**src/rtl/de_blank_pkg.sv**
```systemverilog
package de_blank_pkg;
  localparam int unsigned NUM_CH = 3;

  typedef enum logic [1:0] {
    PIN_FIELD_ID = 2'd0,
    PIN_DATA_EN  = 2'd1,
    PIN_IGNORED  = 2'd2
  } pin_use_e;
endpackage

```
**src/rtl/de_blank_pin_decode.sv**
```systemverilog
module de_blank_pin_decode
  import de_blank_pkg::*;
(
  input  logic     pin_i,
  input  logic     vesa_mode_i,
  input  logic     pin_is_de_i,
  output pin_use_e pin_use_o,
  output logic     de_o,
  output logic     fid_o
);
  always_comb begin
    if (!pin_is_de_i)     pin_use_o = PIN_FIELD_ID;
    else if (vesa_mode_i) pin_use_o = PIN_DATA_EN;
    else                  pin_use_o = PIN_IGNORED;
  end

  always_comb begin
    de_o  = 1'b1;
    fid_o = 1'b0;
    unique case (pin_use_o)
      PIN_FIELD_ID: fid_o = pin_i;
      PIN_DATA_EN:  de_o  = pin_i;
      default:      ;
    endcase
  end
endmodule

```
**src/rtl/de_blank_level_sel.sv**
```systemverilog
module de_blank_level_sel
  import de_blank_pkg::*;
#(
  parameter int unsigned CH_W = 10
) (
  input  logic                             rgb_mode_i,
  output logic [NUM_CH-1:0][CH_W-1:0]      blank_o
);
  localparam logic [CH_W-1:0] BOTTOM = '0;
  localparam logic [CH_W-1:0] MID    = CH_W'(1) << (CH_W - 1);

  for (genvar c = 0; c < NUM_CH; c++) begin : g_ch
    if (c == 0) begin : g_luma
      assign blank_o[c] = BOTTOM;
    end else begin : g_chroma
      // colour-difference channels sit at mid-scale outside RGB mode
      assign blank_o[c] = rgb_mode_i ? BOTTOM : MID;
    end
  end
endmodule

```
**src/rtl/de_blank_gate_ch.sv**
```systemverilog
module de_blank_gate_ch #(
  parameter int unsigned CH_W = 10
) (
  input  logic            clk_i,
  input  logic            rst_ni,
  input  logic            de_i,
  input  logic [CH_W-1:0] pix_i,
  input  logic [CH_W-1:0] blank_i,
  output logic [CH_W-1:0] pix_o
);
  always_ff @(posedge clk_i or negedge rst_ni) begin
    if (!rst_ni) pix_o <= '0;
    else         pix_o <= de_i ? pix_i : blank_i;
  end
endmodule

```
**src/rtl/de_blank_inserter.sv**
```systemverilog
module de_blank_inserter
  import de_blank_pkg::*;
#(
  parameter int unsigned CH_W = 10
) (
  input  logic                        clk_i,
  input  logic                        rst_ni,
  input  logic [NUM_CH-1:0][CH_W-1:0] pix_i,
  input  logic                        fid_de_i,
  input  logic                        vesa_mode_i,
  input  logic                        pin_is_de_i,
  input  logic                        rgb_mode_i,
  output logic [NUM_CH-1:0][CH_W-1:0] pix_o,
  output logic                        fid_o
);
  localparam logic [CH_W-1:0] MID = CH_W'(1) << (CH_W - 1);

  pin_use_e                    pin_use;
  logic                        de;
  logic                        fid_d;
  logic [NUM_CH-1:0][CH_W-1:0] blank;

  de_blank_pin_decode u_decode (
    .pin_i       (fid_de_i),
    .vesa_mode_i (vesa_mode_i),
    .pin_is_de_i (pin_is_de_i),
    .pin_use_o   (pin_use),
    .de_o        (de),
    .fid_o       (fid_d)
  );

  de_blank_level_sel #(.CH_W(CH_W)) u_levels (
    .rgb_mode_i (rgb_mode_i),
    .blank_o    (blank)
  );

  for (genvar c = 0; c < NUM_CH; c++) begin : g_gate
    de_blank_gate_ch #(.CH_W(CH_W)) u_gate (
      .clk_i   (clk_i),
      .rst_ni  (rst_ni),
      .de_i    (de),
      .pix_i   (pix_i[c]),
      .blank_i (blank[c]),
      .pix_o   (pix_o[c])
    );
  end

  // field ID shares the pixel register stage
  always_ff @(posedge clk_i or negedge rst_ni) begin
    if (!rst_ni) fid_o <= 1'b0;
    else         fid_o <= fid_d;
  end


  reset_clear_chk: assert property (@(posedge clk_i)
    !rst_ni |-> (pix_o == '0 && fid_o == 1'b0));


  fid_follow_chk: assert property (@(posedge clk_i) disable iff (!rst_ni)
    !pin_is_de_i |=> (fid_o == $past(fid_de_i) && pix_o == $past(pix_i)));


  pass_when_de_high_chk: assert property (@(posedge clk_i) disable iff (!rst_ni)
    (pin_is_de_i && vesa_mode_i && fid_de_i) |=> pix_o == $past(pix_i));


  rgb_blank_chk: assert property (@(posedge clk_i) disable iff (!rst_ni)
    (pin_is_de_i && vesa_mode_i && !fid_de_i && rgb_mode_i) |=> pix_o == '0);


  ypbpr_blank_chk: assert property (@(posedge clk_i) disable iff (!rst_ni)
    (pin_is_de_i && vesa_mode_i && !fid_de_i && !rgb_mode_i) |=>
      (pix_o[0] == '0 && pix_o[1] == MID && pix_o[2] == MID));


  non_vesa_pass_chk: assert property (@(posedge clk_i) disable iff (!rst_ni)
    !vesa_mode_i |=> pix_o == $past(pix_i));


  fid_zero_chk: assert property (@(posedge clk_i) disable iff (!rst_ni)
    pin_is_de_i |=> fid_o == 1'b0);


  decode_de_chk: assert property (@(posedge clk_i) disable iff (!rst_ni)
    (pin_use == PIN_DATA_EN) |-> (de == fid_de_i && fid_d == 1'b0));
endmodule

```
**config.mk**
```make
export PLATFORM = sky130hd
export DESIGN_NAME = de_blank_inserter
export DESIGN_NICKNAME = d
export VERILOG_FILES = /design/src/rtl/de_blank_pkg.sv /design/src/rtl/de_blank_pin_decode.sv /design/src/rtl/de_blank_level_sel.sv /design/src/rtl/de_blank_gate_ch.sv /design/src/rtl/de_blank_inserter.sv
export SDC_FILE = /design/constraint.sdc
export NUM_CORES = 1
export LEC_CHECK = 0
export BUFFER_PORTS_ARGS = -buffer_cell sky130_fd_sc_hd__buf_2
export CAP_MARGIN = 40
export CORE_ASPECT_RATIO = 1.2
export CORE_UTILIZATION = 41
export DETAILED_ROUTE_END_ITERATION = 16
export PLACE_DENSITY_LB_ADDON = 0.3
export SETUP_SLACK_MARGIN = 0.5
export SYNTH_ARGS = -nofsm -noshare
export SYNTH_HDL_FRONTEND = slang
export SYNTH_SLANG_ARGS = --single-unit
```
**constraint.sdc**
```tcl
create_clock -name clk_i -period 0.8 [get_ports clk_i]
set_input_delay 0 -clock clk_i [delete_from_list [all_inputs] [get_ports clk_i]]
set_output_delay 0 -clock clk_i [all_outputs]
set_load 0.02 [all_outputs]
```
Word level (Yosys, flattened, before mapping)
Cells that the tools add are included.
{ "word_totals": {"latch_bits": 0, "register_bits": 31, "out_inout_bits": 31, "mem_bits_ro": 0, "inputBits": 36, "ram_bits": 0, "word_cells": 14, "mem_count": 0} }
{ "classes": {"mul": 0, "muxes": 8, "div_mod_pow": 0, "shift": 0, "n_eq_ne": 1, "n_bitwise": 0, "addsub": 0, "reduce_logical": 1, "n_lt_le_gt_ge": 0} }
{ "ops": {"columns": ["cell", "count"], "rows": [
  ["10-bit 2-to-1 mux", 4],
  ["2-bit 2-to-1 mux", 2],
  ["2-bit by 1-bit == test with 1-bit output, second input constant", 1],
  ["2-bit logical NOT", 1],
  ["1-bit 2-to-1 mux", 2]
]} }

Logic depth before layout (Yosys ltp)
Gate-level depths: netlist (run 1).
{ "depth": {"ltp_word": 5, "ltp_mapped": 3, "ltp_nobuf": 2} }

Hierarchy
From an unflattened synthesis (run 1), not the netlist that was laid out.
{ "unflattened": {"cells_unflattened": 99, "area_unflattened_um2": 1511.4} }
{ "by_module_without_submodules": {"columns": ["module", "area_each_um2", "seq_area_each_um2", "cells_per_inst", "n_inst"], "rows": [
  ["de_blank_gate_ch", 411.6, 250.2, 21, 3],
  ["de_blank_level_sel", 225.2, 0.0, 31, 1],
  ["de_blank_pin_decode", 26.3, 0.0, 4, 1],
  ["de_blank_inserter", 25.0, 25.0, 1, 1]
]} }

Worst setup path after synthesis (run 1)
Ideal clock, no wire load.
{ "synth_path": {"path_type": "input port to flip-flop", "from": "input fid_de_i", "to": "register g_gate[0].u_gate.pix_o[0]", "required_time_ns": 0.680, "n_path_buf": 1, "stages": 3, "setup_time_ns": 0.120, "slack_ns": 0.216, "arrival_ns": 0.464, "cell_sequence": "nand3b_4 clkbuf_2 and2_2"} }
{ "synth_between": {"elab_chain_len": 2} }
{ "synth_rtl": {"columns": ["element", "line_no", "rtl"], "rows": [
  ["from (decl)", "de_blank_inserter.sv:9", "input logic fid_de_i,"],
  ["1-bit 2-to-1 mux", "de_blank_pin_decode.sv:20", "unique case (pin_use_o)"],
  ["10-bit 2-to-1 mux", "de_blank_gate_ch.sv:13", "else pix_o <= de_i ? pix_i : blank_i;"],
  ["to (signal assigned)", "de_blank_gate_ch.sv:13", null],
  ["to (decl)", "de_blank_gate_ch.sv:9", "output logic [CH_W-1:0] pix_o"]
]} }
No other way between the ends.

Final worst setup path (run 1)
{ "layout_path": {"from": "register g_gate[1].u_gate.pix_o[5]", "to": "output pix_o[15] (netlist name)"} }
{ "layout_lines": {"columns": ["element", "line_no", "rtl"], "rows": [
  ["from (decl)", "de_blank_gate_ch.sv:9", null],
  ["from (signal assigned)", "de_blank_gate_ch.sv:13", null],
  ["to (decl)", "de_blank_inserter.sv:13", "output logic [NUM_CH-1:0][CH_W-1:0] pix_o,"]
]} }
No word-level cell between the ends.

==> run_results.csv, run 1 <==
group,metric,value,unit
place,dp_slack,0.0786,ns
hold_path,holdCritPathClass,"in -> async",
place,placed_area,1480,µm²
cells_and_area,final_util,78.7,%
pwr,fin_total_pwr,3.41,mW
die,core_area,2350,µm²
run_status,status,"finished, violations left",
sta,finalHoldViolCount,61,
pwr,leakage,0.982,nW
route,first_iter_violations,3,
global_route,overflow,0,
setup_path,critPathTopFamily,"flip-flops",
setup_path,cp.arrival,0.85,ns
setup_path,worst_setup_path_start_kind,"flip-flop",
setup_path,path_buf_inv,1,
route,wl_per_cell,12.8,µm
yosys,netlist_area,1050,µm²
setup_path,critical_path.max_stage_delay,0.40,ns
place,dp_hpwl,1490,µm
die,die_w,48.3,µm
yosys,synth_flop_cell,"dfrtp_1",
die,num_rows,19,
cells_and_area,syn_to_final_growth,75.9,%
route,ant_nets,0,
cells_and_area,design_area,1850,µm²
cells_and_area,layout-drive-gt1-share,76.2,%
setup_path,required,0.80,ns
global_route,antenna_found_initial,0,
sta,drv_slew,0,
cells_and_area,antenna_cells,0,
yosys,synth_area_leaders,"dfrtp_1 (74%), and2_2 (14%), and2_1 (4.8%), mux2i_1 (1.9%), nand3b_4 (1.9%)",
yosys,synth_fp_nets,104,
sta,hold_ws,-0.381,ns
route,wl,2270,µm
yosys,synth-edff-count,0,
place,port_buffers,66,
yosys,yosysSeqAreaShare,73.6,%
sta,max_freq,1180,MHz
sta,setup_ws,-0.0459,ns
global_route,grt_pass1_wl,3650,µm
yosys,yosysWarnings,0,
pwr,p_per_area,1840,nW/µm²
sta,finalSetupViolCount,31,
yosys,synth_area_leader_cell,"dfrtp_1",
yosys,async_flop_share,100,%
sta,maxSlewHeadroom,85.5,%
sta,rsz0062_at_grt,"yes",
yosys,yosys.cell_types.count,9,
die,dieArea,2780,µm²
clocking,htreeDepth,2,
sta,fin_crit_sh,106,%
die,fp.dieH,57.5,µm
clocking,root_buffer,"clkbuf_4",
yosys,synth_common_cells,"dfrtp_1 (31), and2_2 (20), and2_1 (8)",
setup_path,cpMaxStageDelayCell,"dfrtp_1",
clocking,clockBufferDepth,2,
setup_path,crit_chain,"buf_6",
setup_path,endpoint_kind,"primary output",
route,avgViaCountPerCell,4.26,
sta,fin_crit,0.846,ns
run_status,failed_checks,"negative hold slack, negative setup slack",
clocking,cts.clk_slew.worst_paths,0.09,ns
job,cap_violations,0,
die,start_util,44.8,%
setup_path,critPathKind,"reg -> out",
setup_path,crit_path_max_fanout,1,
global_route,grt_pass1_vias,813,
route,drc,0,
cells_and_area,nets,182,
global_route,grt_max_degree,19,
route,dr.pass1.iters,2,
route,dr_total_vias,759,
global_route,grt_use_total,19.8,%
sta,worstMarginPinSlew,0.217,ns
yosys,synthMostInstantiatedCell,"dfrtp_1",
yosys,synth_top_cell_area_share,73.6,%
yosys,ys_ff_latch,31,
clocking,tritoncts,"done",
place,gp_congestion,0.699,
pwr,vdd_drop_max,1690,µV
clocking,cts_buffers,5,
clocking,clock_sinks,31,
yosys,synth_area_per_cell,15.5,µm²
yosys,synth_cells,68,
die,io-pin-count,67,
==> layout by cell type (no fill, tap or decap) <==
master	netlist	routed
inv_1	2	2
buf_2	0	34
buf_16	0	2
buf_6	1	32
clkbuf_8	0	2
nand3b_4	1	1
clkbuf_4	0	5
clkbuf_1	0	1
and2_4	0	28
buf_4	0	4
buf_12	0	2
mux2i_4	0	1
dfrtp_1	31	31
mux2i_1	2	1
and2b_2	1	1
==> registers in the layout, indices dropped and copies added (netlist names) <==
name                 cells
g_gate.u_gate.pix_o     30
fid_o                    1
==> final timing paths <==
path / cells past startpoint / from / to / slack [ns]
hold / removal: 2 / rst_ni / g_gate[2].u_gate.pix_o[0] / -0.38
min in group clk_i: 2 / rgb_mode_i / g_gate[2].u_gate.pix_o[9] / -0.10
max in group asynchronous: 2 / rst_ni / g_gate[0].u_gate.pix_o[8] / 0.97
setup / recovery: 1 / g_gate[1].u_gate.pix_o[5] / pix_o[15] / -0.05
==> final cells by class <==
type,count,area [µm²]
sequential,31,776
fill,137,500
timing repair buffer,74,656
tap,31,38.8
clock buffer,8,68.8
multi-input combinational,32,307
inverter,2,7.51
==> power breakdown <==
part	total [mW]	switching [mW]	internal (mW)
Sequential	1.71	0.0493	1.67
Clock	0.986	0.469	0.517
Combinational	0.706	0.284	0.422
==> what timing repair did <==
| item | 4_1_cts | 5_1_grt |
|---|---|---|
| pin swaps | 0 | 1 |
| hold endpoints to repair | 62 | 61 |
| setup endpoints to repair | 61 | 61 |
| buffers inserted | 1 | 1 |
| cloned | 2 | 0 |
| gates resized for setup | 73 | 2 |
==> through the flow <==
step | instances | setup TNS, ns
detailed placement | 166 | 0
global route | 178 | -1.93
floorplan | 68 | 0
CTS | 177 | -1.00
finish | 178 | -0.738
global placement | 166 | 0
==> cell families (layout without fill, tap and decap cells) <==
kind of cell           Yosys count  count (layout)  synth area share, %
multiplexers                     2               2                 1.90
AND/OR/NAND/NOR                 30              30                 21.7
buffers and inverters            5              84                 2.73
flip-flops                      31              31                 73.6
==> metal layers <==
layer / vias to the layer above / GRT usage (%) / routed length (µm)
li1: 362 / - / -
met1: 360 / 20.5 / 703
met2: 33 / 34.3 / 1410
met3: 4 / 6.65 / 131
met4: 0 / 8.33 / 29
met5: - / 0 / 0
(Power assumes the default switching activity.)
==> run 2, diff against run 1 <==
Settings changed: CORE_UTILIZATION 41 to 37.
==> run_results.csv, run 2 (synthesis gave the netlist of run 1 again) <==
group,metric,value,unit
place,port_buffers,66,
cells_and_area,final_cell_mix,"buf_6 (35), buf_2 (34), dfrtp_1 (31)",
setup_path,crit_chain,"buf_6",
pwr,leakage,1.02,nW
die,dieArea,3070,µm²
place,gp_congestion,0.623,
cells_and_area,nets,185,
setup_path,required,0.80,ns
route,avgViaCountPerCell,4.20,
setup_path,critPathTopFamily,"flip-flops",
run_status,failed_checks,"negative hold slack, negative setup slack",
die,fp.dieH,60.5,µm
cells_and_area,n_fill_cell,177,
setup_path,worst_setup_path_start_kind,"flip-flop",
cells_and_area,antenna_cells,0,
global_route,grt_pass1_wl,3600,µm
cells_and_area,final_common_cell,"buf_6",
cells_and_area,largest_register_ffs,30,
clocking,clockBufferDepth,2,
sta,finalHoldViolCount,62,
job,cap_violations,0,
sta,setup_ws,-0.0464,ns
sta,hold_ws,-0.391,ns
sta,maxSlewHeadroom,90.5,%
route,wl,2270,µm
sta,rsz0062_at_grt,"yes",
pwr,fin_total_pwr,3.27,mW
setup_path,critPathKind,"reg -> out",
place,dp_slack,0.103,ns
sta,finalSetupViolCount,31,
global_route,grt_pass1_vias,823,
place,dp_hpwl,1410,µm
sta,worstMarginPinSlew,0.138,ns
die,io-pin-count,67,
run_status,status,"finished, violations left",
sta,drv_slew,0,
setup_path,cp.arrival,0.85,ns
die,die_w,50.7,µm
clocking,root_buffer,"clkbuf_4",
global_route,grt_max_degree,32,
cells_and_area,seq_area,776,µm²
setup_path,path_buf_inv,1,
die,num_rows,20,
clocking,clock_sinks,31,
route,dr_total_vias,769,
setup_path,critical_path.max_stage_delay,0.39,ns
route,ant_nets,0,
hold_path,holdCritPathClass,"in -> async",
route,first_iter_violations,11,
global_route,antenna_found_initial,0,
cells_and_area,multiInputGateArea,294,µm²
setup_path,cpMaxStageDelayCell,"dfrtp_1",
clocking,cts.clk_slew.worst_paths,0.09,ns
setup_path,endpoint_kind,"primary output",
die,core_area,2630,µm²
route,dr.pass1.iters,4,
clocking,cts_buffers,5,
pwr,p_per_area,1700,nW/µm²
clocking,tritoncts,"done",
die,start_util,40.1,%
cells_and_area,top_register,"g_gate.u_gate.pix_o",
sta,fin_crit,0.846,ns
sta,fin_crit_sh,106,%
route,wl_per_cell,12.4,µm
global_route,overflow,0,
cells_and_area,syn_to_final_growth,82.5,%
clocking,htreeDepth,2,
setup_path,crit_path_max_fanout,1,
sta,max_freq,1180,MHz
cells_and_area,layout-drive-gt1-share,75.3,%
route,drc,0,
global_route,grt_use_total,16.7,%
cells_and_area,reg.largest.list,"g_gate.u_gate.pix_o x30, fid_o x1",
pwr,vdd_drop_max,1580,µV
-- run 2: changes by cell type in the layout (fill, tap and decap cells not counted), sizes merged --
| cell | previous run | this run |
|---|---|---|
| buf | 74 | 77 |
| clkbuf | 8 | 7 |
| clkinv | 0 | 1 |
-- run 2: power breakdown --
part / switching [mW] / total (mW) / leakage [nW] / internal [mW]
sequential: 0.0450 / 1.71 / 0.371 / 1.67
combinational: 0.287 / 0.740 / 0.621 / 0.453
clock: 0.481 / 0.823 / 0.0293 / 0.342
-- run 2: final cells by class --
class	count	share of cell area [%]
Sequential cell	31	40.3
Timing Repair Buffer	77	39.2
Multi-Input combinational cell	32	15.3
Clock buffer	7	2.34
Tap cell	33	2.15
Inverter	2	0.390
Clock inverter	1	0.260
-- run 2: how the worst max path moves through the flow --
stage	startpoint	end	slack, ns	cells past startpoint
6_report	g_gate[0].u_gate.pix_o[7]	pix_o[7]	-0.05	1
5_1_grt	g_gate[0].u_gate.pix_o[4]	pix_o[4]	-0.09	1
4_1_cts	g_gate[0].u_gate.pix_o[7]	pix_o[7]	-0.07	1
3_5_place_dp	fid_de_i	g_gate[0].u_gate.pix_o[3]	0.10	4
3_3_place_gp	fid_de_i	g_gate[0].u_gate.pix_o[1]	0.12	4
2_1_floorplan	fid_de_i	g_gate[0].u_gate.pix_o[0]	0.25	3
-- run 2: metal layers --
layer | part of all wire, % | vias up | routed length (µm) | global-route usage (%)
met5 | 0 | - | 0 | 0
li1 | - | 365 | - | -
met4 | 1.5 | 0 | 33 | 7.54
met1 | 34 | 363 | 768 | 15.7
met3 | 7.8 | 4 | 178 | 6.77
met2 | 57 | 37 | 1290 | 31.6
-- run 2: what timing repair did --
action,CTS,global route
setup buffers,4,0
setup endpoints to repair,61,61
pin swaps,0,0
cloned,4,0
hold endpoints to repair,62,62
gates resized for setup,78,0
-- run 2: metrics by stage --
step	utilization (%)	std cells	TNS (ns)	instance area (µm²)
4_1_cts	73.2	183	-1.65	1920
3_3_place_gp	56.7	167	0	1490
6_report	73.2	183	-0.893	1920
2_1_floorplan	-	68	0	1100
5_1_grt	73.2	183	-2.06	1920
3_5_place_dp	56.7	167	0	1490
